<file path="src/rtl/cs_wait_pkg.sv">
package cs_wait_pkg;

    localparam int WAIT_W = 2;

    localparam logic [1:0] FIELD_BASE  = 2'd0;
    localparam logic [1:0] FIELD_LIMIT = 2'd1;
    localparam logic [1:0] FIELD_CTRL  = 2'd2;

    // control word layout: [3] enable, [2] external wait honoured, [1:0] waits
    typedef struct packed {
        logic              en;
        logic              ext_en;
        logic [WAIT_W-1:0] waits;
    } region_ctrl_t;

endpackage

</file>
<file path="src/rtl/cs_region_regs.sv">
module cs_region_regs
    import cs_wait_pkg::*;
#(
    parameter int NUM_REGIONS = 4,
    parameter int ADDR_W      = 16,
    localparam int IDX_W      = (NUM_REGIONS > 1) ? $clog2(NUM_REGIONS) : 1,
    localparam int CFG_AW     = IDX_W + 2
) (
    input  logic                                 clk,
    input  logic                                 rst_n,
    input  logic                                 cfg_we,
    input  logic [CFG_AW-1:0]                    cfg_addr,
    input  logic [ADDR_W-1:0]                    cfg_wdata,
    output logic [NUM_REGIONS-1:0][ADDR_W-1:0]   base_o,
    output logic [NUM_REGIONS-1:0][ADDR_W-1:0]   limit_o,
    output region_ctrl_t [NUM_REGIONS-1:0]       ctrl_o
);

    typedef struct packed {
        logic [NUM_REGIONS-1:0][ADDR_W-1:0] base;
        logic [NUM_REGIONS-1:0][ADDR_W-1:0] limit;
        region_ctrl_t [NUM_REGIONS-1:0]     ctrl;
    } regs_t;

    regs_t st_d, st_q;

    logic [IDX_W-1:0] wr_idx;
    logic [1:0]       wr_field;

    assign wr_idx   = cfg_addr[CFG_AW-1:2];
    assign wr_field = cfg_addr[1:0];

    always_comb begin
        st_d = st_q;
        if (cfg_we && (int'(wr_idx) < NUM_REGIONS)) begin
            case (wr_field)
                FIELD_BASE:  st_d.base[wr_idx]  = cfg_wdata;
                FIELD_LIMIT: st_d.limit[wr_idx] = cfg_wdata;
                FIELD_CTRL:  st_d.ctrl[wr_idx]  = region_ctrl_t'(cfg_wdata[WAIT_W+1:0]);
                default:     ;
            endcase
        end
    end

    always_ff @(posedge clk or negedge rst_n) begin
        if (!rst_n) st_q <= '0;
        else        st_q <= st_d;
    end

    assign base_o  = st_q.base;
    assign limit_o = st_q.limit;
    assign ctrl_o  = st_q.ctrl;

    // nothing is enabled in the first cycle after reset
    assert_reset_disabled_R1: assert property (@(posedge clk)
        $rose(rst_n) |-> (st_q.ctrl == '0));

endmodule

</file>
<file path="src/rtl/cs_addr_decode.sv">
module cs_addr_decode
    import cs_wait_pkg::*;
#(
    parameter int NUM_REGIONS = 4,
    parameter int ADDR_W      = 16,
    localparam int IDX_W      = (NUM_REGIONS > 1) ? $clog2(NUM_REGIONS) : 1
) (
    input  logic [ADDR_W-1:0]                  addr_i,
    input  logic [NUM_REGIONS-1:0][ADDR_W-1:0] base_i,
    input  logic [NUM_REGIONS-1:0][ADDR_W-1:0] limit_i,
    input  region_ctrl_t [NUM_REGIONS-1:0]     ctrl_i,
    output logic                               sel_valid_o,
    output logic [IDX_W-1:0]                   sel_idx_o,
    output logic [NUM_REGIONS-1:0]             sel_onehot_o
);

    logic [NUM_REGIONS-1:0] hit;

    for (genvar g = 0; g < NUM_REGIONS; g++) begin : g_match
        assign hit[g] = ctrl_i[g].en && (addr_i >= base_i[g]) && (addr_i <= limit_i[g]);
    end

    // lowest index wins: scan downward so the last assignment is the smallest hit
    always_comb begin
        sel_valid_o  = 1'b0;
        sel_idx_o    = '0;
        sel_onehot_o = '0;
        for (int i = NUM_REGIONS - 1; i >= 0; i--) begin
            if (hit[i]) begin
                sel_valid_o = 1'b1;
                sel_idx_o   = IDX_W'(i);
            end
        end
        if (sel_valid_o) sel_onehot_o[sel_idx_o] = 1'b1;
    end

endmodule

</file>
<file path="src/rtl/cs_wait_timer.sv">
module cs_wait_timer
    import cs_wait_pkg::*;
(
    input  logic              clk,
    input  logic              rst_n,
    input  logic              ale_i,
    input  logic              strobe_i,
    input  logic              ext_wait_i,
    input  logic [WAIT_W-1:0] load_waits_i,
    input  logic              ext_en_i,
    output logic              ready_o,
    output logic              cycle_o
);

    typedef struct packed {
        logic              ale;
        logic              cycle;
        logic [WAIT_W-1:0] cnt;
        logic [1:0]        sync;
    } timer_t;

    timer_t st_d, st_q;
    logic   ale_fall;

    assign ale_fall = st_q.ale && !ale_i;

    always_comb begin
        st_d      = st_q;
        st_d.ale  = ale_i;
        st_d.sync = {st_q.sync[0], ext_wait_i};
        if (ale_fall) begin
            st_d.cycle = 1'b1;
            st_d.cnt   = load_waits_i;
        end else if (st_q.cycle) begin
            if (!strobe_i)               st_d.cycle = 1'b0;
            else if (st_q.cnt != '0)     st_d.cnt   = st_q.cnt - WAIT_W'(1);
        end
    end

    always_ff @(posedge clk or negedge rst_n) begin
        if (!rst_n) st_q <= '0;
        else        st_q <= st_d;
    end

    assign ready_o = !(st_q.cycle && strobe_i &&
                       ((st_q.cnt != '0) || (ext_en_i && st_q.sync[1])));
    assign cycle_o = st_q.cycle;

    // one step down per strobed clock while waits remain
    assert_cnt_step_R4: assert property (@(posedge clk) disable iff (!rst_n)
        (st_q.cycle && strobe_i && st_q.cnt != '0 && !ale_fall)
        |=> (st_q.cnt == $past(st_q.cnt) - WAIT_W'(1)));

    // no strobe means ready
    assert_ready_idle_R8: assert property (@(posedge clk) disable iff (!rst_n)
        !strobe_i |-> ready_o);

    // a synchronized request on an honouring region holds the processor
    assert_ext_hold_R5: assert property (@(posedge clk) disable iff (!rst_n)
        (st_q.cycle && strobe_i && ext_en_i && st_q.sync[1]) |-> !ready_o);

endmodule

</file>
<file path="src/rtl/cs_wait_gen.sv">
module cs_wait_gen
    import cs_wait_pkg::*;
#(
    parameter int NUM_REGIONS = 4,
    parameter int ADDR_W      = 16,
    localparam int IDX_W      = (NUM_REGIONS > 1) ? $clog2(NUM_REGIONS) : 1,
    localparam int CFG_AW     = IDX_W + 2
) (
    input  logic                   clk,
    input  logic                   rst_n,
    input  logic                   cfg_we,
    input  logic [CFG_AW-1:0]      cfg_addr,
    input  logic [ADDR_W-1:0]      cfg_wdata,
    input  logic [ADDR_W-1:0]      bus_addr,
    input  logic                   bus_ale,
    input  logic                   bus_rd,
    input  logic                   bus_wr,
    input  logic                   ext_wait,
    output logic [NUM_REGIONS-1:0] cs_o,
    output logic                   ready_o
);

    typedef struct packed {
        logic [ADDR_W-1:0] addr;
    } latch_t;

    latch_t lat_d, lat_q;

    logic [NUM_REGIONS-1:0][ADDR_W-1:0] base, limit;
    region_ctrl_t [NUM_REGIONS-1:0]     ctrl;
    logic                               sel_valid;
    logic [IDX_W-1:0]                   sel_idx;
    logic [NUM_REGIONS-1:0]             sel_onehot;
    logic [WAIT_W-1:0]                  sel_waits;
    logic                               sel_ext_en;
    logic                               cycle;
    logic                               strobe;

    always_comb begin
        lat_d = lat_q;
        if (bus_ale) lat_d.addr = bus_addr;
    end

    always_ff @(posedge clk or negedge rst_n) begin
        if (!rst_n) lat_q <= '0;
        else        lat_q <= lat_d;
    end

    cs_region_regs #(.NUM_REGIONS(NUM_REGIONS), .ADDR_W(ADDR_W)) u_regs (
        .clk       (clk),
        .rst_n     (rst_n),
        .cfg_we    (cfg_we),
        .cfg_addr  (cfg_addr),
        .cfg_wdata (cfg_wdata),
        .base_o    (base),
        .limit_o   (limit),
        .ctrl_o    (ctrl)
    );

    cs_addr_decode #(.NUM_REGIONS(NUM_REGIONS), .ADDR_W(ADDR_W)) u_decode (
        .addr_i       (lat_q.addr),
        .base_i       (base),
        .limit_i      (limit),
        .ctrl_i       (ctrl),
        .sel_valid_o  (sel_valid),
        .sel_idx_o    (sel_idx),
        .sel_onehot_o (sel_onehot)
    );

    assign sel_waits  = sel_valid ? ctrl[sel_idx].waits  : '0;
    assign sel_ext_en = sel_valid ? ctrl[sel_idx].ext_en : 1'b0;
    assign strobe     = bus_rd || bus_wr;

    cs_wait_timer u_timer (
        .clk          (clk),
        .rst_n        (rst_n),
        .ale_i        (bus_ale),
        .strobe_i     (strobe),
        .ext_wait_i   (ext_wait),
        .load_waits_i (sel_waits),
        .ext_en_i     (sel_ext_en),
        .ready_o      (ready_o),
        .cycle_o      (cycle)
    );

    assign cs_o = cycle ? sel_onehot : '0;

    // never two chip selects together
    assert_cs_onehot_R3: assert property (@(posedge clk) disable iff (!rst_n)
        $onehot0(cs_o));

    // chip selects only inside a bus cycle
    assert_cs_idle_R2: assert property (@(posedge clk) disable iff (!rst_n)
        !cycle |-> (cs_o == '0));

    // an unmatched access is never stretched
    assert_miss_ready_R7: assert property (@(posedge clk) disable iff (!rst_n)
        (cycle && !sel_valid) |-> ready_o);

endmodule

</file>
<file path="config.mk">
export PLATFORM = sky130hd
export DESIGN_NAME = cs_wait_gen
export DESIGN_NICKNAME = d
export VERILOG_FILES = /design/src/rtl/cs_wait_pkg.sv /design/src/rtl/cs_region_regs.sv /design/src/rtl/cs_addr_decode.sv /design/src/rtl/cs_wait_timer.sv /design/src/rtl/cs_wait_gen.sv
export SDC_FILE = /design/constraint.sdc
export NUM_CORES = 1
export LEC_CHECK = 0
export CELL_PAD_IN_SITES_DETAIL_PLACEMENT = 0
export CELL_PAD_IN_SITES_GLOBAL_PLACEMENT = 1
export CORE_MARGIN = 2
export CORE_UTILIZATION = 30
export CTS_CLUSTER_DIAMETER = 200
export DETAILED_ROUTE_END_ITERATION = 12
export PLACE_DENSITY_LB_ADDON = 0.1
export SLEW_MARGIN = 10
export SYNTH_ARGS = -nofsm -noshare
export SYNTH_HDL_FRONTEND = slang
export SYNTH_SLANG_ARGS = --single-unit
</file>
<file path="constraint.sdc">
create_clock -name clk -period 7.9 [get_ports clk]
set_input_delay 2.37 -clock clk [delete_from_list [all_inputs] [get_ports clk]]
set_output_delay 2.37 -clock clk [all_outputs]
set_load 0.05 [all_outputs]
</file>
==> flow_metrics.py <==
metrics = {
    "placed_design": {
        "detailed_place.area_um2": 10400,
        "globalplace.congestion": 0.745,
        "place_hpwl_um": 19800,
        "pre_cts_ws_ns": 1.42,
        "placement.io_buffers": 47,
    },
    "synth": {
        "synthesis.area_um2": 9450,
        "ys.warnings.count": 0,
        "async_flop_share": 1.00,
        "post_synth_main_area_contributors": "dfrtp_1, ha_1, mux2_2",
        "netlist.top_cell.by_area": "dfrtp_1",
        "synth_cell_types": 60,
        "ys_dominant_reg_cell": "dfrtp_1",
        "yosysSeqAreaShare": 0.440,
        "synth-seq-cells": 166,
        "synth_edf_count": 0,
        "synth_top_area_frac": 0.440,
        "synth_fp_nets": 1119,
        "avgSynthCellArea_um2": 9.98,
        "netlist_instances": 947,
    },
    "critical_path": {
        "timing.reg2reg.setup_slack_ns": 4.65,
        "worstPathCellList": "ha_1 > a211oi_1 > a21oi_1 > o21ai_0 > nor4bb_1 > o22ai_2 > and2_4 > a21boi_0 > o31ai_1 > clkdlybuf4s50_1",
        "r2r-start": "lat_q[6]",
        "cp_slowest_stage_delay_ns": 0.84,
        "timing.critical_path.buf_inv": 1,
        "r2r-end": "u_timer.st_q[2]",
        "cpMaxStageDelayCell": "clkdlybuf4s50_1",
        "worst_r2r_path_depth": 9,
        "startpoint_type_of_the_worst_setup_path": "register",
        "cp_data_arrival_time_ns": 4.26,
        "worst_path_dominant_cell_family": "compound AO/OA/AOI/OAI gates",
        "timing.critical_path.to_type": "output port",
        "timing.setup.critical_path_class": "reg2out",
        "required_ns": 5.53,
        "critical_path_peak_fanout": 9,
    },
    "worst_hold_path": {
        "worstHoldPathCells": 0,
        "worst_hold_path_class": "reg2reg",
        "min_delay_worst_endpoint": "u_timer.st_q[1]",
        "hold_start": "u_timer.st_d[1]",
    },
    "global_routing": {
        "global_route.overflow_total": 0,
        "grt_most_used_layer": "met2",
        "first_global_vias": 6964,
        "grtUsageMet3": 0.0315,
        "grt_util_all_layers": 0.176,
        "pin_count_of_the_biggest_net_entering_global_routing": 62,
        "met1_usage": 0.241,
        "number_of_antenna_violations_at_the_first_check_in_global_routing": 1,
        "grt_first_pass_wirelength_um": 42800,
        "use_met2": 0.291,
    },
    "cts": {
        "post_cts_resize_count": 0,
        "clk_root_buffer_cell": "clkbuf_16",
        "register_clock_pin_slew_on_the_reported_worst_setup_and_hold_paths_ns": 0.06,
        "cts_hold_buffers": 0,
        "max_h_tree_level": 4,
        "cts_made_buffers": 17,
        "post_cts.repair.setup_buffers": 0,
        "tritoncts_clock_tree": "done",
        "clk-insertion-delay-late_ns": 0.44,
        "clock_sinks": 166,
        "clockBufferDepth": 2,
    },
    "cells_and_area": {
        "layout-area-overhead-vs-synth_pct": 16.1,
        "stdcell_area_um2": 11000,
        "post-route-util": 0.356,
        "final_nets": 1164,
        "post_route_cells_drive_above_1_share": 0.136,
        "num_antenna_cells": 0,
    },
    "sta": {
        "setup_viol": 0,
        "unrepaired_setup_endpoints_after_global_routing": "false",
        "timing.fmax_mhz": 151,
        "final_critical_path_required_period_ns": 6.63,
        "max_slew.worst_pin.slew_ns": 0.979,
        "hold_violations": 0,
        "fin_setup_tns_ns": 0,
        "timing.clock.skew_ns": 0.00931,
        "post-route-worst-setup-slack_ns": 1.27,
        "timing_max_transition_violations_final": 0,
        "final.period_utilization": 0.839,
        "max_slew_margin": 0.347,
    },
    "die": {
        "die_extent_in_x_um": 181,
        "dieHeight_um": 181,
        "ios": 48,
        "rows": 64,
        "die_area_um2": 32900,
        "std_cell_core_area_um2": 30800,
        "initial_util": 0.307,
    },
    "pwr": {
        "net-switching-power_mw": 0.925,
        "power_report.internal_total_mw": 1.90,
        "power.ir.vdd_worst_mv": 0.142,
        "p_per_area_nw_per_um2": 258,
        "power_leakage_nw": 5.09,
        "power_frac_seq": 0.402,
        "p_comb_frac": 0.292,
        "pwr-share-clk": 0.306,
        "p_sw_frac": 0.327,
    },
    "route": {
        "dr.pass1.iters": 4,
        "drc_violation_count_after_routing": 0,
        "detail_route.wirelength_um": 27400,
        "detailedRoute.firstIterationViolations": 332,
        "route.vias.total": 6685,
        "route.detailed.vias_per_inst": 4.78,
        "routedWlPerCell_um": 19.6,
        "antenna_left": 0,
    },
    "flow_run": {
        "maxCapViolCount": 0,
    },
    "status": {
        "outcome": "completed",
    },
}
[power groups by stage]
stage | Combinational (mW) | Sequential, mW | Clock, mW
2_1_floorplan | 0.576 | 1.12 | 0
3_3_place_gp | 0.839 | 1.15 | 0
3_5_place_dp | 0.842 | 1.15 | 0
4_1_cts | 0.847 | 1.14 | 0.894
5_1_grt | 0.967 | 1.16 | 0.928
6_report | 0.827 | 1.14 | 0.865
[Yosys cell counts, types with 5 or more instances]
cell and instances:
nand2_1 110, a21o_1 10, nand4_1 17, clkbuf_1 26
dfrtp_1 166, nor2_1 20, ha_1 129, nand2b_1 6
mux2_2 80, a21oi_1 50, o21ai_0 105, nor3_1 5
nor2b_1 8, nand3_1 14, inv_1 136
[cell type report]
| type | instances | area (µm²) |
|---|---|---|
| fillers | 3158 | 19900 |
| multi-input cells | 617 | 4700 |
| flip-flops and latches | 166 | 4150 |
| repair buffers | 54 | 524 |
| inverters | 136 | 510 |
| well taps | 396 | 495 |
| clock buffers | 21 | 460 |
| clock inverters | 9 | 128 |
[worst max path at each step]
| stage | start | endpoint | cells after the start |
|---|---|---|---|
| 6_report | lat_q[6] | ready_o | 10 |
| 5_1_grt | lat_q[14] | ready_o | 10 |
| 4_1_cts | lat_q[9] | ready_o | 10 |
| 3_5_place_dp | bus_wr | ready_o | 5 |
| 3_3_place_gp | bus_wr | ready_o | 5 |
| 2_1_floorplan | lat_q[15] | ready_o | 9 |
[layout by cell type (no fill, tap or decap), drive strengths merged, types with 2 or more instances in the layout]
cell type / n
nor4: 4
clkdlybuf4s50: 46
nand2: 110
ha: 129
a221o: 3
clkinvlp: 3
mux2: 80
a21o: 11
a221oi: 2
clkinv: 3
nor2b: 8
a21boi: 3
buf: 8
or3: 2
or2: 2
nand3b: 3
o211ai: 3
dfrtp: 166
nor3: 6
o2111ai: 2
a22o: 2
and4: 4
a21oi: 51
o21ai: 105
a22oi: 2
inv: 136
nand4: 17
nor2: 20
o21a: 4
or4: 2
bufinv: 3
nand3: 14
and2: 2
nand2b: 6
clkbuf: 21
[cells by family after synthesis]
| kind of cell | share of synthesized area |
|---|---|
| AOI/OAI and AO/OA | 0.123 |
| DFF | 0.440 |
| xor gates and xnor gates | 0.000927 |
| buffers and inverters | 0.0659 |
| muxes | 0.0953 |
| and+or+nand+nor | 0.105 |
| adders and majority gates | 0.171 |
[metrics by stage]
| stage | total power, mW | cells | hold slack [ns] |
|---|---|---|---|
| after global routing | 3.06 | 1399 | 0.356 |
| after detailed placement | 1.99 | 1369 | 0.337 |
| after CTS | 2.88 | 1399 | 0.351 |
| final | 2.83 | 1399 | 0.349 |
| after floorplan | 1.69 | 947 | 0.331 |
| after global placement | 1.99 | 1369 | 0.337 |
[flip-flops by register name, summed over array words and instances (netlist names)]
signal and count:
lat_q 16, u_timer.st_q 4, u_regs.limit_o 64, u_timer.st_d 1, u_regs.base_o 64, u_timer.cycle_o 1, u_regs.ctrl_o 16
[metal layers]
layer	up-vias	wire length (µm)
met5	-	0
met4	0	350
met3	18	760
met2	54	12800
met1	3267	13500
li1	3346	-
Note: power is estimated with default switching activity, not from simulation.
